`src/rtl/dp_alu_pkg.sv`:
```
package dp_alu_pkg;

   typedef enum logic [3:0] {
      OP_AND = 4'h0, OP_EOR = 4'h1, OP_SUB = 4'h2, OP_RSB = 4'h3,
      OP_ADD = 4'h4, OP_ADC = 4'h5, OP_SBC = 4'h6, OP_RSC = 4'h7,
      OP_TST = 4'h8, OP_TEQ = 4'h9, OP_CMP = 4'hA, OP_CMN = 4'hB,
      OP_ORR = 4'hC, OP_MOV = 4'hD, OP_BIC = 4'hE, OP_MVN = 4'hF
   } dp_op_e;

   localparam int FLAG_N = 3;
   localparam int FLAG_Z = 2;
   localparam int FLAG_C = 1;
   localparam int FLAG_V = 0;

   // Codes 8..11 only update flags.
   function automatic logic op_is_test(input logic [3:0] op);
      return op[3:2] == 2'b10;
   endfunction

   function automatic logic op_is_logic(input logic [3:0] op);
      return (op == OP_AND) || (op == OP_EOR) || (op == OP_TST) ||
             (op == OP_TEQ) || (op[3:2] == 2'b11);
   endfunction

endpackage

```
`src/rtl/dp_alu_logic.sv`:
```
module dp_alu_logic
   import dp_alu_pkg::*;
#(
   parameter int WIDTH = 32
) (
   input  logic [3:0]       op,
   input  logic [WIDTH-1:0] rn_val,
   input  logic [WIDTH-1:0] shop_val,
   output logic [WIDTH-1:0] res
);

   always_comb begin
      case (op)
         OP_AND, OP_TST: res = rn_val & shop_val;
         OP_EOR, OP_TEQ: res = rn_val ^ shop_val;
         OP_ORR:         res = rn_val | shop_val;
         OP_MOV:         res = shop_val;
         OP_BIC:         res = rn_val & ~shop_val;
         OP_MVN:         res = ~shop_val;
         default:        res = '0;
      endcase
   end

endmodule

```
`src/rtl/dp_alu_arith.sv`:
```
module dp_alu_arith
   import dp_alu_pkg::*;
#(
   parameter int WIDTH     = 32,
   parameter int OVF_STYLE = 0   // 0: sign comparison, 1: carry-in xor carry-out of MSB
) (
   input  logic [3:0]       op,
   input  logic [WIDTH-1:0] rn_val,
   input  logic [WIDTH-1:0] shop_val,
   input  logic             c_in,
   output logic [WIDTH-1:0] res,
   output logic             c_out,
   output logic             v_out
);

   localparam int MSB = WIDTH - 1;

   logic             swap_ops;
   logic             is_sub;
   logic             carry_in;
   logic [WIDTH-1:0] opa;
   logic [WIDTH-1:0] opb_raw;
   logic [WIDTH-1:0] opb;
   logic [WIDTH:0]   sum;

   always_comb begin
      swap_ops = (op == OP_RSB) || (op == OP_RSC);
      is_sub   = (op == OP_SUB) || (op == OP_RSB) || (op == OP_SBC) ||
                 (op == OP_RSC) || (op == OP_CMP);
      case (op)
         OP_ADC, OP_SBC, OP_RSC:  carry_in = c_in;
         OP_SUB, OP_RSB, OP_CMP:  carry_in = 1'b1;
         default:                 carry_in = 1'b0;
      endcase
      opa     = swap_ops ? shop_val : rn_val;
      opb_raw = swap_ops ? rn_val   : shop_val;
      opb     = is_sub ? ~opb_raw : opb_raw;
      // Three-input sum in WIDTH+1 bits: a carry-in can itself carry out.
      sum     = {1'b0, opa} + {1'b0, opb} + {{WIDTH{1'b0}}, carry_in};
      res     = sum[MSB:0];
      c_out   = sum[WIDTH];
   end

   generate
      if (OVF_STYLE == 0) begin : g_ovf_sign
         assign v_out = (opa[MSB] == opb[MSB]) && (sum[MSB] != opa[MSB]);
      end else begin : g_ovf_carry
         logic [MSB:0] low_sum;
         assign low_sum = {1'b0, opa[MSB-1:0]} + {1'b0, opb[MSB-1:0]} +
                          {{MSB{1'b0}}, carry_in};
         assign v_out   = low_sum[MSB] ^ sum[WIDTH];
      end
   endgenerate

endmodule

```
`src/rtl/dp_alu_flags.sv`:
```
module dp_alu_flags
   import dp_alu_pkg::*;
#(
   parameter int IDX_W    = 4,
   parameter int PC_INDEX = 15
) (
   input  logic [3:0]       op,
   input  logic             set_flags,
   input  logic [IDX_W-1:0] dest_idx,
   input  logic             mode_has_saved,
   input  logic [3:0]       flags_in,
   input  logic             res_msb,
   input  logic             res_zero,
   input  logic             logic_carry,
   input  logic             arith_carry,
   input  logic             arith_ovf,
   output logic [3:0]       flags_out,
   output logic             wr_en,
   output logic             restore_req
);

   localparam logic [IDX_W-1:0] PC_IDX = PC_INDEX[IDX_W-1:0];

   logic       is_test;
   logic       is_logic;
   logic       pc_restore;
   logic       do_update;
   logic [3:0] computed;

   always_comb begin
      is_test    = op_is_test(op);
      is_logic   = op_is_logic(op);
      pc_restore = set_flags && (dest_idx == PC_IDX) && !is_test;
      do_update  = (set_flags || is_test) && !pc_restore;

      computed[FLAG_N] = res_msb;
      computed[FLAG_Z] = res_zero;
      computed[FLAG_C] = is_logic ? logic_carry : arith_carry;
      computed[FLAG_V] = is_logic ? flags_in[FLAG_V] : arith_ovf;

      flags_out   = do_update ? computed : flags_in;
      wr_en       = !is_test;
      restore_req = pc_restore && mode_has_saved;
   end

endmodule

```
`src/rtl/dp_alu.sv`:
```
module dp_alu
   import dp_alu_pkg::*;
#(
   parameter int WIDTH     = 32,
   parameter int IDX_W     = 4,
   parameter int PC_INDEX  = 15,
   parameter int OVF_STYLE = 0
) (
   input  logic [3:0]       op_code,
   input  logic             set_flags,
   input  logic [IDX_W-1:0] dest_idx,
   input  logic             mode_has_saved,
   input  logic [WIDTH-1:0] rn_val,
   input  logic [WIDTH-1:0] shop_val,
   input  logic             shop_carry,
   input  logic [3:0]       flags_in,
   output logic [WIDTH-1:0] result,
   output logic             wr_en,
   output logic [3:0]       flags_out,
   output logic             restore_req
);

   generate
      if (WIDTH < 2) begin : g_bad_width
         $error("dp_alu: WIDTH must be at least 2");
      end
      if (PC_INDEX >= (1 << IDX_W)) begin : g_bad_pc
         $error("dp_alu: PC_INDEX does not fit in IDX_W bits");
      end
      if (OVF_STYLE != 0 && OVF_STYLE != 1) begin : g_bad_ovf
         $error("dp_alu: OVF_STYLE must be 0 or 1");
      end
   endgenerate

   logic [WIDTH-1:0] logic_res;
   logic [WIDTH-1:0] arith_res;
   logic             arith_c;
   logic             arith_v;

   dp_alu_logic #(.WIDTH(WIDTH)) u_logic (
      .op       (op_code),
      .rn_val   (rn_val),
      .shop_val (shop_val),
      .res      (logic_res)
   );

   dp_alu_arith #(.WIDTH(WIDTH), .OVF_STYLE(OVF_STYLE)) u_arith (
      .op       (op_code),
      .rn_val   (rn_val),
      .shop_val (shop_val),
      .c_in     (flags_in[FLAG_C]),
      .res      (arith_res),
      .c_out    (arith_c),
      .v_out    (arith_v)
   );

   assign result = op_is_logic(op_code) ? logic_res : arith_res;

   dp_alu_flags #(.IDX_W(IDX_W), .PC_INDEX(PC_INDEX)) u_flags (
      .op             (op_code),
      .set_flags      (set_flags),
      .dest_idx       (dest_idx),
      .mode_has_saved (mode_has_saved),
      .flags_in       (flags_in),
      .res_msb        (result[WIDTH-1]),
      .res_zero       (result == '0),
      .logic_carry    (shop_carry),
      .arith_carry    (arith_c),
      .arith_ovf      (arith_v),
      .flags_out      (flags_out),
      .wr_en          (wr_en),
      .restore_req    (restore_req)
   );

endmodule

```
`config.mk`:
```
export PLATFORM = sky130hd
export DESIGN_NAME = dp_alu
export DESIGN_NICKNAME = d
export VERILOG_FILES = /design/src/rtl/dp_alu_pkg.sv /design/src/rtl/dp_alu_logic.sv /design/src/rtl/dp_alu_arith.sv /design/src/rtl/dp_alu_flags.sv /design/src/rtl/dp_alu.sv
export SDC_FILE = /design/constraint.sdc
export NUM_CORES = 1
export LEC_CHECK = 0
export BUFFER_PORTS_ARGS = -buffer_cell sky130_fd_sc_hd__buf_2
export CORE_MARGIN = 8
export CORE_UTILIZATION = 34
export DETAILED_ROUTE_END_ITERATION = 7
export PLACE_DENSITY = 0.65
export RECOVER_POWER = 100
export SYNTH_ARGS = -nofsm -noshare
export SYNTH_HDL_FRONTEND = slang
export SYNTH_HIERARCHICAL = 1
export SYNTH_SLANG_ARGS = --single-unit
```
`constraint.sdc`:
```
create_clock -name vclk -period 10.1
set_input_delay 2.02 -clock vclk [all_inputs]
set_output_delay 2.02 -clock vclk [all_outputs]
set_load 0.05 [all_outputs]
```
Word-level counts from Yosys, hierarchy flattened
Cells that the tools add are included.
{"block": "word_totals", "elab_cells": 58, "input_bits": 79, "out_inout_bits": 38, "ff_bits": 0}
{"block": "classes", "eq_ne": 18, "bitwise_logic": 6, "muxes": 9, "reduce_logical": 23, "n_addsub": 2}
{"cell": "32-bit case mux with 6 select lines", "n": 1}
{"cell": "32-bit two-way mux", "n": 4}
{"cell": "32-bit AND", "n": 2}
{"cell": "32-bit inverter", "n": 2}
{"cell": "32-bit by 32-bit adder with 33-bit output", "n": 1}
{"cell": "33-bit by 1-bit adder with 33-bit output", "n": 1}
{"cell": "4-bit equality test (second input constant)", "n": 8}
{"cell": "32-bit logical NOT", "n": 1}
{"cell": "32-bit OR", "n": 1}
{"cell": "32-bit bitwise XOR", "n": 1}
{"cell": "4-bit by 3-bit equality test with 1-bit output (second input constant)", "n": 3}
{"cell": "1-bit logical OR", "n": 10}
{"cell": "4-bit by 2-bit equality test with 1-bit output (second input constant)", "n": 2}
{"cell": "3-bit OR reduction", "n": 2}
{"cell": "1-bit logical AND", "n": 5}
{"cell": "2-bit equality test (second input constant)", "n": 2}
{"cell": "4-bit by 1-bit equality test with 1-bit output (second input constant)", "n": 1}
{"cell": "4-bit logical NOT", "n": 1}
{"cell": "4-bit two-way mux", "n": 1}
{"cell": "2-bit OR reduction", "n": 2}
{"cell": "1-bit logical NOT", "n": 2}
{"cell": "1-bit two-way mux", "n": 2}
{"cell": "1-bit case mux with 2 select lines", "n": 1}
{"cell": "1-bit equality test", "n": 1}
{"cell": "1-bit != test", "n": 1}

Logic depth before layout (Yosys ltp)
Gate-level depths: netlist of the first run.
{"block": "logic_depth", "depth_word": 12, "depth_mapped": 20, "mapped_depth_nobuf": 18}

Hierarchy
The synthesis of the first run kept the hierarchy.
{"module": "dp_alu_arith", "n_inst": 1, "area_each_um2": 2806.4, "cells_each": 353}
{"module": "dp_alu_logic", "n_inst": 1, "area_each_um2": 2519.9, "cells_each": 294}
{"module": "dp_alu", "n_inst": 1, "area_each_um2": 569.3, "cells_each": 62}
{"module": "dp_alu_flags", "n_inst": 1, "area_each_um2": 120.1, "cells_each": 16}

Least setup slack after synthesis of the first run
OpenSTA, ideal clock, no wires.
{"block": "synth_timing", "path_kind": "input port to output port", "from": "in op_code[3]", "to": "out flags_out[2]", "t_arrival_ps": 6702, "path_buffers": 2, "setup_slack_ps": 1378, "path_stages": 20, "required_time_ps": 8080, "cell_sequence": "nand3b_1 -> clkbuf_1 -> buf_1 -> mux2i_1 -> xnor2_1 -> fa_1 -> inv_1 -> fa_1 -> a21o_1 -> a221oi_2 -> o211ai_2 -> o31ai_1 -> nor3_1 -> a21o_1 -> o21a_1 -> or4_1 -> nor2_1 -> nand4_2 -> a221oi_2 -> mux2_2"}
{"block": "synth_between", "elab_chain_cells": 11}
{"item": "from (decl)", "line": "dp_alu.sv:9", "text": "input logic [3:0] op_code,"}
{"item": "4-bit by 2-bit equality test with 1-bit output, on equally long branches", "line": "dp_alu_arith.sv:28, dp_alu_arith.sv:30, dp_alu_arith.sv:27"}
{"item": "1-bit logical OR (3 in a row)", "line": "dp_alu_arith.sv:28", "text": "is_sub = (op == OP_SUB) || (op == OP_RSB) || (op == OP_SBC) ||"}
{"item": "1-bit logical OR", "line": "dp_alu_arith.sv:29", "text": "(op == OP_RSC) || (op == OP_CMP);"}
{"item": "32-bit two-way mux", "line": "dp_alu_arith.sv:37", "text": "opb = is_sub ? ~opb_raw : opb_raw;"}
{"item": "32-bit by 32-bit adder with 33-bit output", "line": "dp_alu_arith.sv:39", "text": "sum = {1'b0, opa} + {1'b0, opb} + {{WIDTH{1'b0}}, carry_in};"}
{"item": "33-bit by 1-bit adder with 33-bit output (*)", "line": "dp_alu_arith.sv:39"}
{"item": "named net arith_res[28]", "line": "dp_alu.sv:36", "text": "logic [WIDTH-1:0] arith_res;"}
{"item": "32-bit two-way mux (*)", "line": "dp_alu.sv:57", "text": "assign result = op_is_logic(op_code) ? logic_res : arith_res;"}
{"item": "32-bit logical NOT (*)", "line": "dp_alu.sv:66", "text": ".res_zero (result == '0),"}
{"item": "4-bit two-way mux (*)", "line": "dp_alu_flags.sv:41", "text": "flags_out = do_update ? computed : flags_in;"}
{"item": "to (decl)", "line": "dp_alu.sv:19", "text": "output logic [3:0] flags_out,"}
Mark *: on every way through the listed nets, which the timed path passes. The rest lies on a longest branch.

Final worst setup path of the first run
Same ends and word-level chain as after synthesis.

==> summary.md, run 1 <==
| Metric | Value |
|---|---|
| Status | finished, final reports clean |
| Complex-gate fraction of the synthesized area | 30.5% |
| Die height | roughly 150 um |
| Synth Warn # | 6 |
| Vias | between 5000 and 6000 |
| Layout area overhead | 11.8% |
| Max-cap violations | 0 |
| Routed len/inst | 19.0 um |
| Pwr Density | roughly 100 nW/um^2 |
| Slowest cell on the critical path | or4_1 |
| Post-Syn Instances | 725 |
| Startpoint types | input port |
| Final Cell Area | slightly below 7000 um^2 |
| Final Cycle Share | 93.5% |
| Syn Nets | around 870 |
| Initial core utilization | roughly a third |
| Crit path from | op_code[3] |
| DIE AREA | around 22000 um^2 |
| Drt pass-1 iters | 5 |
| Slew @ Worst Pin | a little over 1 ns |
| Final antenna-violating net count | 0 |
| First-pass GRT wire length | roughly 32 mm |
| Worst EP arrival | 7.42 ns |
| Crit path cell chain | clkbuf_1 -> nand3b_1 -> buf_12 -> mux2i_1 -> xnor2_1 -> fa_1 -> inv_1 -> fa_1 -> a21o_1 -> a221oi_2 -> o211ai_1 -> o31ai_1 -> nor3_1 -> a21o_1 -> o21a_1 -> or4_1 -> nor2_1 -> nand4_2 -> a221oi_2 -> mux2_2 -> buf_2 |
| Termination of the worst setup path | flags_out[2] |
| CP peak stage delay | 0.49 ns |
| Slew headroom | 32.9% |
| Fillers | 1817 |
| DRT Wirelength | around 20 mm |
| Leak | 0.00321 uW |
| Mux cell area share after synthesis | between 20% and 30% |
| Final Slew Violations | 0 |
| CP Capture Type | primary output |
| Simple-Gate Fraction of Synth Area | between 10% and 20% |
| Die X-Extent | ~150 um |
| CP Class | input port to primary output |
| Hold_buf cts | 0 |
| Count leader, synth | inv_1 |
| Setup TNS | 0 ns |
| Largest net degree at the start of global routing | 65 |
| Placed Area | a little under 7000 um^2 |
| Hold Path Class | input port to primary output |
| Largest family of logic cells by synthesized area | compound AO/OA/AOI/OAI gates |
| Post-Synth Adder-Cell Area | around 14% |
| HPWL after detailed placement | 16.1 mm |
| Ranking of synthesized cells by area | ha_1 13%, mux2i_1 11%, mux2_2 9.5%, o221ai_2 7.5%, a22oi_2 6.2% |
| Number of I/O pins | between 100 and 150 |
| Vias per Instance | between 5 and 6 |
| Share of cells above drive strength 1 | 28.1% |
| Core area | about 17000 um^2 |
| Post-Synth XOR/XNOR Area | under 10% |
| Crit Path Max Fanout | 64 |
| FF+latch area | 0 um^2 |
| Final Setup Violations | 0 |
| Peak supply drop | about 0.068 mV |
| Overall Global Routing Usage | approximately 17% |
| # DRC | 0 |
| Layout clock buffers | 0 |
| Fmax achieved | 0.106 GHz |
| Top cells by count, synth | 71 x inv_1, 66 x mux2i_1, 63 x ha_1 |
| FFs & Latches | 0 |
| DR iter-0 viols | ~350 |
| Seq/Total Area, Yosys | 0% |
| Area leader, netlist | ha_1 |
| Share of the synthesized area in the top cell type | between 10% and 20% |
| Endpoints failing hold | 0 |
| RSZ-0062 raised after global routing | false |
| Initial antenna violation count | 0 |
| Tmin final | about 9.4 ns |
| Required @ worst endpoint | between 8 and 9 ns |
| Site row count | 48 |
| Post-Syn Area | roughly 6000 um^2 |
| Placer Congestion | 0.920 |
| Syn_area_per_cell | 8.30 um^2 |
| Cts repair resizes | 0 |
| Grt total ovfl | 0 |
| Vias in the first global route | around 5700 |
| Netlist cell types | 69 |
| IO Port Bufs | approximately 120 |
| Final #Nets | about 950 |
| Setup bufs post-CTS | 0 |
[worst min path at each step]
stage                               from           to  cells past startpoint
after floorplan           mode_has_saved  restore_req                      1
final                     mode_has_saved  restore_req                      3
after detailed placement  mode_has_saved  restore_req                      3
after global placement    mode_has_saved  restore_req                      3
after CTS                 mode_has_saved  restore_req                      3
after global routing      mode_has_saved  restore_req                      3
[cell type report]
type                       count  area [um^2]  area share, %
multi-input combinational    606         5520           82.0
tap                          225          282           4.19
timing repair buffer         130          654           9.73
antenna                        2         5.00         0.0744
inverter                      72          270           4.02
[power breakdown]
group	switching [uW]	internal, uW
clock	0	0.0000265
sequential	0	0
combinational	459	233
[metal layers]
| metal | track usage [%] | vias to the layer above | share of wire [%] | wire (um) |
|---|---|---|---|---|
| met5 | 0 | - | 0 | 0 |
| met4 | 1.51 | 0 | 0.90 | 176 |
| met3 | 1.52 | 10 | 4.6 | 896 |
| met2 | 28.1 | 140 | 46 | 9040 |
| met1 | 24.4 | 2710 | 48 | 9510 |
| li1 | - | 2893 | - | - |
[cell usage in the layout, fill, tap and decap left out, drive strengths merged, types with 10 or more instances in the layout]
| master | instances |
|---|---|
| nor2 | 20 |
| mux2i | 67 |
| xnor2 | 18 |
| a21oi | 28 |
| o22a | 31 |
| nand2 | 26 |
| xor2 | 42 |
| nor4 | 12 |
| nand2b | 36 |
| o221ai | 32 |
| buf | 97 |
| ha | 63 |
| o21ai | 10 |
| a22oi | 32 |
| inv | 72 |
| clkbuf | 33 |
| a21o | 27 |
| mux2 | 67 |
[kinds of logic (layout without fill, tap and decap cells)]
family / Yosys count / count (layout)
compound gates: 194 / 194
xor+xnor: 60 / 60
fa+ha+maj: 65 / 65
buf+inv: 119 / 202
mux: 134 / 134
other cells: 0 / 2
simple gates: 153 / 153
[metrics by stage]
| stage | hold WS [ns] | util, % | worst slack, ns | std cells | power (uW) |
|---|---|---|---|---|---|
| floorplan | 4.32 | - | 1.38 | 725 | 528 |
| global placement | 4.45 | 39.1 | 1.09 | 1033 | 698 |
| detailed placement | 4.45 | 39.1 | 0.924 | 1033 | 698 |
| CTS | 4.46 | 39.1 | 0.920 | 1033 | 702 |
| global route | 4.46 | 38.9 | 0.299 | 1033 | 745 |
| finish | 4.45 | 38.9 | 0.658 | 1035 | 692 |
[worst max-delay path, delay by kind of cell]
| family | cells | cell delay (ns) |
|---|---|---|
| adder cells (fa/ha/maj) | 2 | 0.61 |
| multiplexers | 2 | 0.46 |
| buffers and inverters | 4 | 0.99 |
| AO/OA/AOI/OAI | 7 | 2.02 |
| XOR/XNOR | 1 | 0.16 |
| AND/OR/NAND/NOR | 5 | 1.12 |
Power figures use the tool's default switching activity.
==> inputs of run 2 (changes only) <==
==> constraint.sdc (replaced) <==
create_clock -name vclk -period 11.3
set_input_delay 2.26 -clock vclk [all_inputs]
set_output_delay 2.26 -clock vclk [all_outputs]
set_load 0.05 [all_outputs]
==> summary.md, run 2 (synthesis gave the netlist of run 1 again) <==
| Metric | Value |
|---|---|
| Status | finished, final reports clean |
| Hold path depth | 3 (unchanged) |
| Final Slew Violations | 0 (unchanged) |
| Number of I/O pins | 117 (unchanged) |
| Leak | 0.00320 uW (-0.26%) |
| Placer Congestion | 0.942 (+2.5%) |
| Crit Path Max Fanout | 44 (-31%) |
| Largest net degree at the start of global routing | 65 (unchanged) |
| ANT cells | 0 (-2) |
| Most common cell after layout, fill and taps aside | buf_2 |
| DR iter-0 viols | 363 (+2.8%) |
| Fillers | 1783 (-1.9%) |
| RSZ-0062 raised after global routing | false |
| Final Setup Violations | 0 (unchanged) |
| Vias | 5810 (+0.99%) |
| Site row count | 48 (unchanged) |
| DIE AREA | 22200 um^2 (unchanged) |
| Layout clock buffers | 0 (unchanged) |
| Placement Setup Slack | 1.26 ns (+0.337 ns) |
| Final #Nets | 951 (-0.31%) |
| Worst EP arrival | 8.11 ns (+0.69 ns) |
| First-pass GRT wire length | 31.3 mm (-1.1%) |
| Most frequent cells in the layout | 86 x buf_2, 71 x inv_1, 66 x mux2i_1 |
| CP Class | input port to primary output |
| Die height | 149 um (unchanged) |
| Drt pass-1 iters | 6 (+1) |
| Setup TNS | 0 ns (unchanged) |
| Max-cap violations | 0 (unchanged) |
| # DRC | 0 (unchanged) |
| Hold_buf cts | 0 (unchanged) |
| Slew headroom | 31.3% (-1.6 points) |
| Final Cycle Share | 91.8% |
| Routed len/inst | 18.9 um (-0.57%) |
| Core area | 17300 um^2 (unchanged) |
| Final antenna-violating net count | 0 (unchanged) |
| Final Cell Area | 6700 um^2 (-0.41%) |
| Setup bufs post-CTS | 0 (unchanged) |
| Initial antenna violation count | 0 (unchanged) |
| Fmax achieved | about 0.096 GHz |
| Initial core utilization | 34.8% (unchanged) |
| Share of cells above drive strength 1 | 28.0% (-0.14 points) |
| Placed Area | 6750 um^2 (-0.33%) |
| Hold_sp | mode_has_saved |
| Pwr Density | 92.3 nW/um^2 (-10%) |
| Final worst setup slack | 0.930 ns (+0.271 ns) |
| Required @ worst endpoint | 9.04 ns (+0.96 ns) |
| Slew @ Worst Pin | 1.03 ns (+0.0220 ns) |
| Startpoint types | input port |
| Tmin final | ~10 ns |
| Overall Global Routing Usage | 16.9% (-0.22 points) |
| HPWL after detailed placement | 15.8 mm (-2.1%) |
| Die X-Extent | 149 um (unchanged) |
| Hold Path Class | input port to primary output |
| FF+latch area | 0 um^2 (unchanged) |
| Endpoints failing hold | 0 (unchanged) |
| Grt total ovfl | 0 (unchanged) |
| Cts repair resizes | 0 (unchanged) |
| Layout area overhead | 11.4% |
| FFs & Latches | 0 (unchanged) |
| Hold Crit Endpoint | restore_req |
| IO Port Bufs | 117 (unchanged) |
| Vias in the first global route | 5686 (+0.12%) |
| DRT Wirelength | 19.4 mm (-1.1%) |
| Multi-input gate area | 5510 um^2 (about the same) |
| Vias per Instance | 5.64 (+1.5%) |
| Peak supply drop | 0.0560 mV (-18%) |
| CP Capture Type | primary output |
## run 2: cell types whose count changed in the layout (fill, tap and decap cells not counted), sizes merged
cell    delta
clkbuf     -2
diode      -2
buf        -1
## run 2: layout make-up
class / instances / area share [%]
multi-input combinational: 606 / 82.3
inverter: 72 / 4.03
timing repair buffer: 127 / 9.47
tap: 225 / 4.20
## run 2: metrics by stage
step	hold WS, ns	utilization, %	power [uW]	cells
after floorplan	4.80	-	472	725
after global placement	4.93	39.0	624	1030
after detailed placement	4.93	39.0	623	1030
after CTS	4.94	39.0	626	1030
after global routing	4.95	38.7	664	1030
final	4.93	38.7	618	1030
## run 2: worst max-delay path by stage
stage                           from      endpoint  depth (start not counted)
final                     op_code[0]  flags_out[2]                         19
after global routing      op_code[0]  flags_out[2]                         19
after CTS                 op_code[0]  flags_out[2]                         19
after detailed placement  op_code[0]  flags_out[2]                         19
after global placement    op_code[0]  flags_out[2]                         19
after floorplan           op_code[3]  flags_out[2]                         20
## run 2: where the power goes
| group | internal (uW) | total, uW | switching, uW |
|---|---|---|---|
| combinational | 209 | 618 | 410 |
| clock | 0 | 0 | 0 |
| sequential | 0 | 0 | 0 |
| total | 209 | 618 | 410 |
## run 2: per-layer routing
| metal | wire [um] | up-vias | GRT usage (%) |
|---|---|---|---|
| li1 | - | 2876 | - |
| met1 | 9180 | 2748 | 24.1 |
| met2 | 9000 | 178 | 27.6 |
| met3 | 1140 | 8 | 1.73 |
| met4 | 102 | 0 | 1.26 |
| met5 | 0 | - | 0 |
## run 2: critical path: stages
cell	delay, ns
buf_2	0.52
o21ai_0	0.18
nand2_1	0.78
buf_4	0.40
xor2_1	0.14
fa_1	0.44
a21o_1	0.22
a221oi_2	0.34
o211ai_1	0.26
o31ai_1	0.40
nor3_1	0.16
a21o_1	0.23
o21a_1	0.18
or4_1	0.49
nor2_1	0.15
nand4_2	0.12
a221oi_2	0.37
mux2_2	0.20
buf_2	0.25
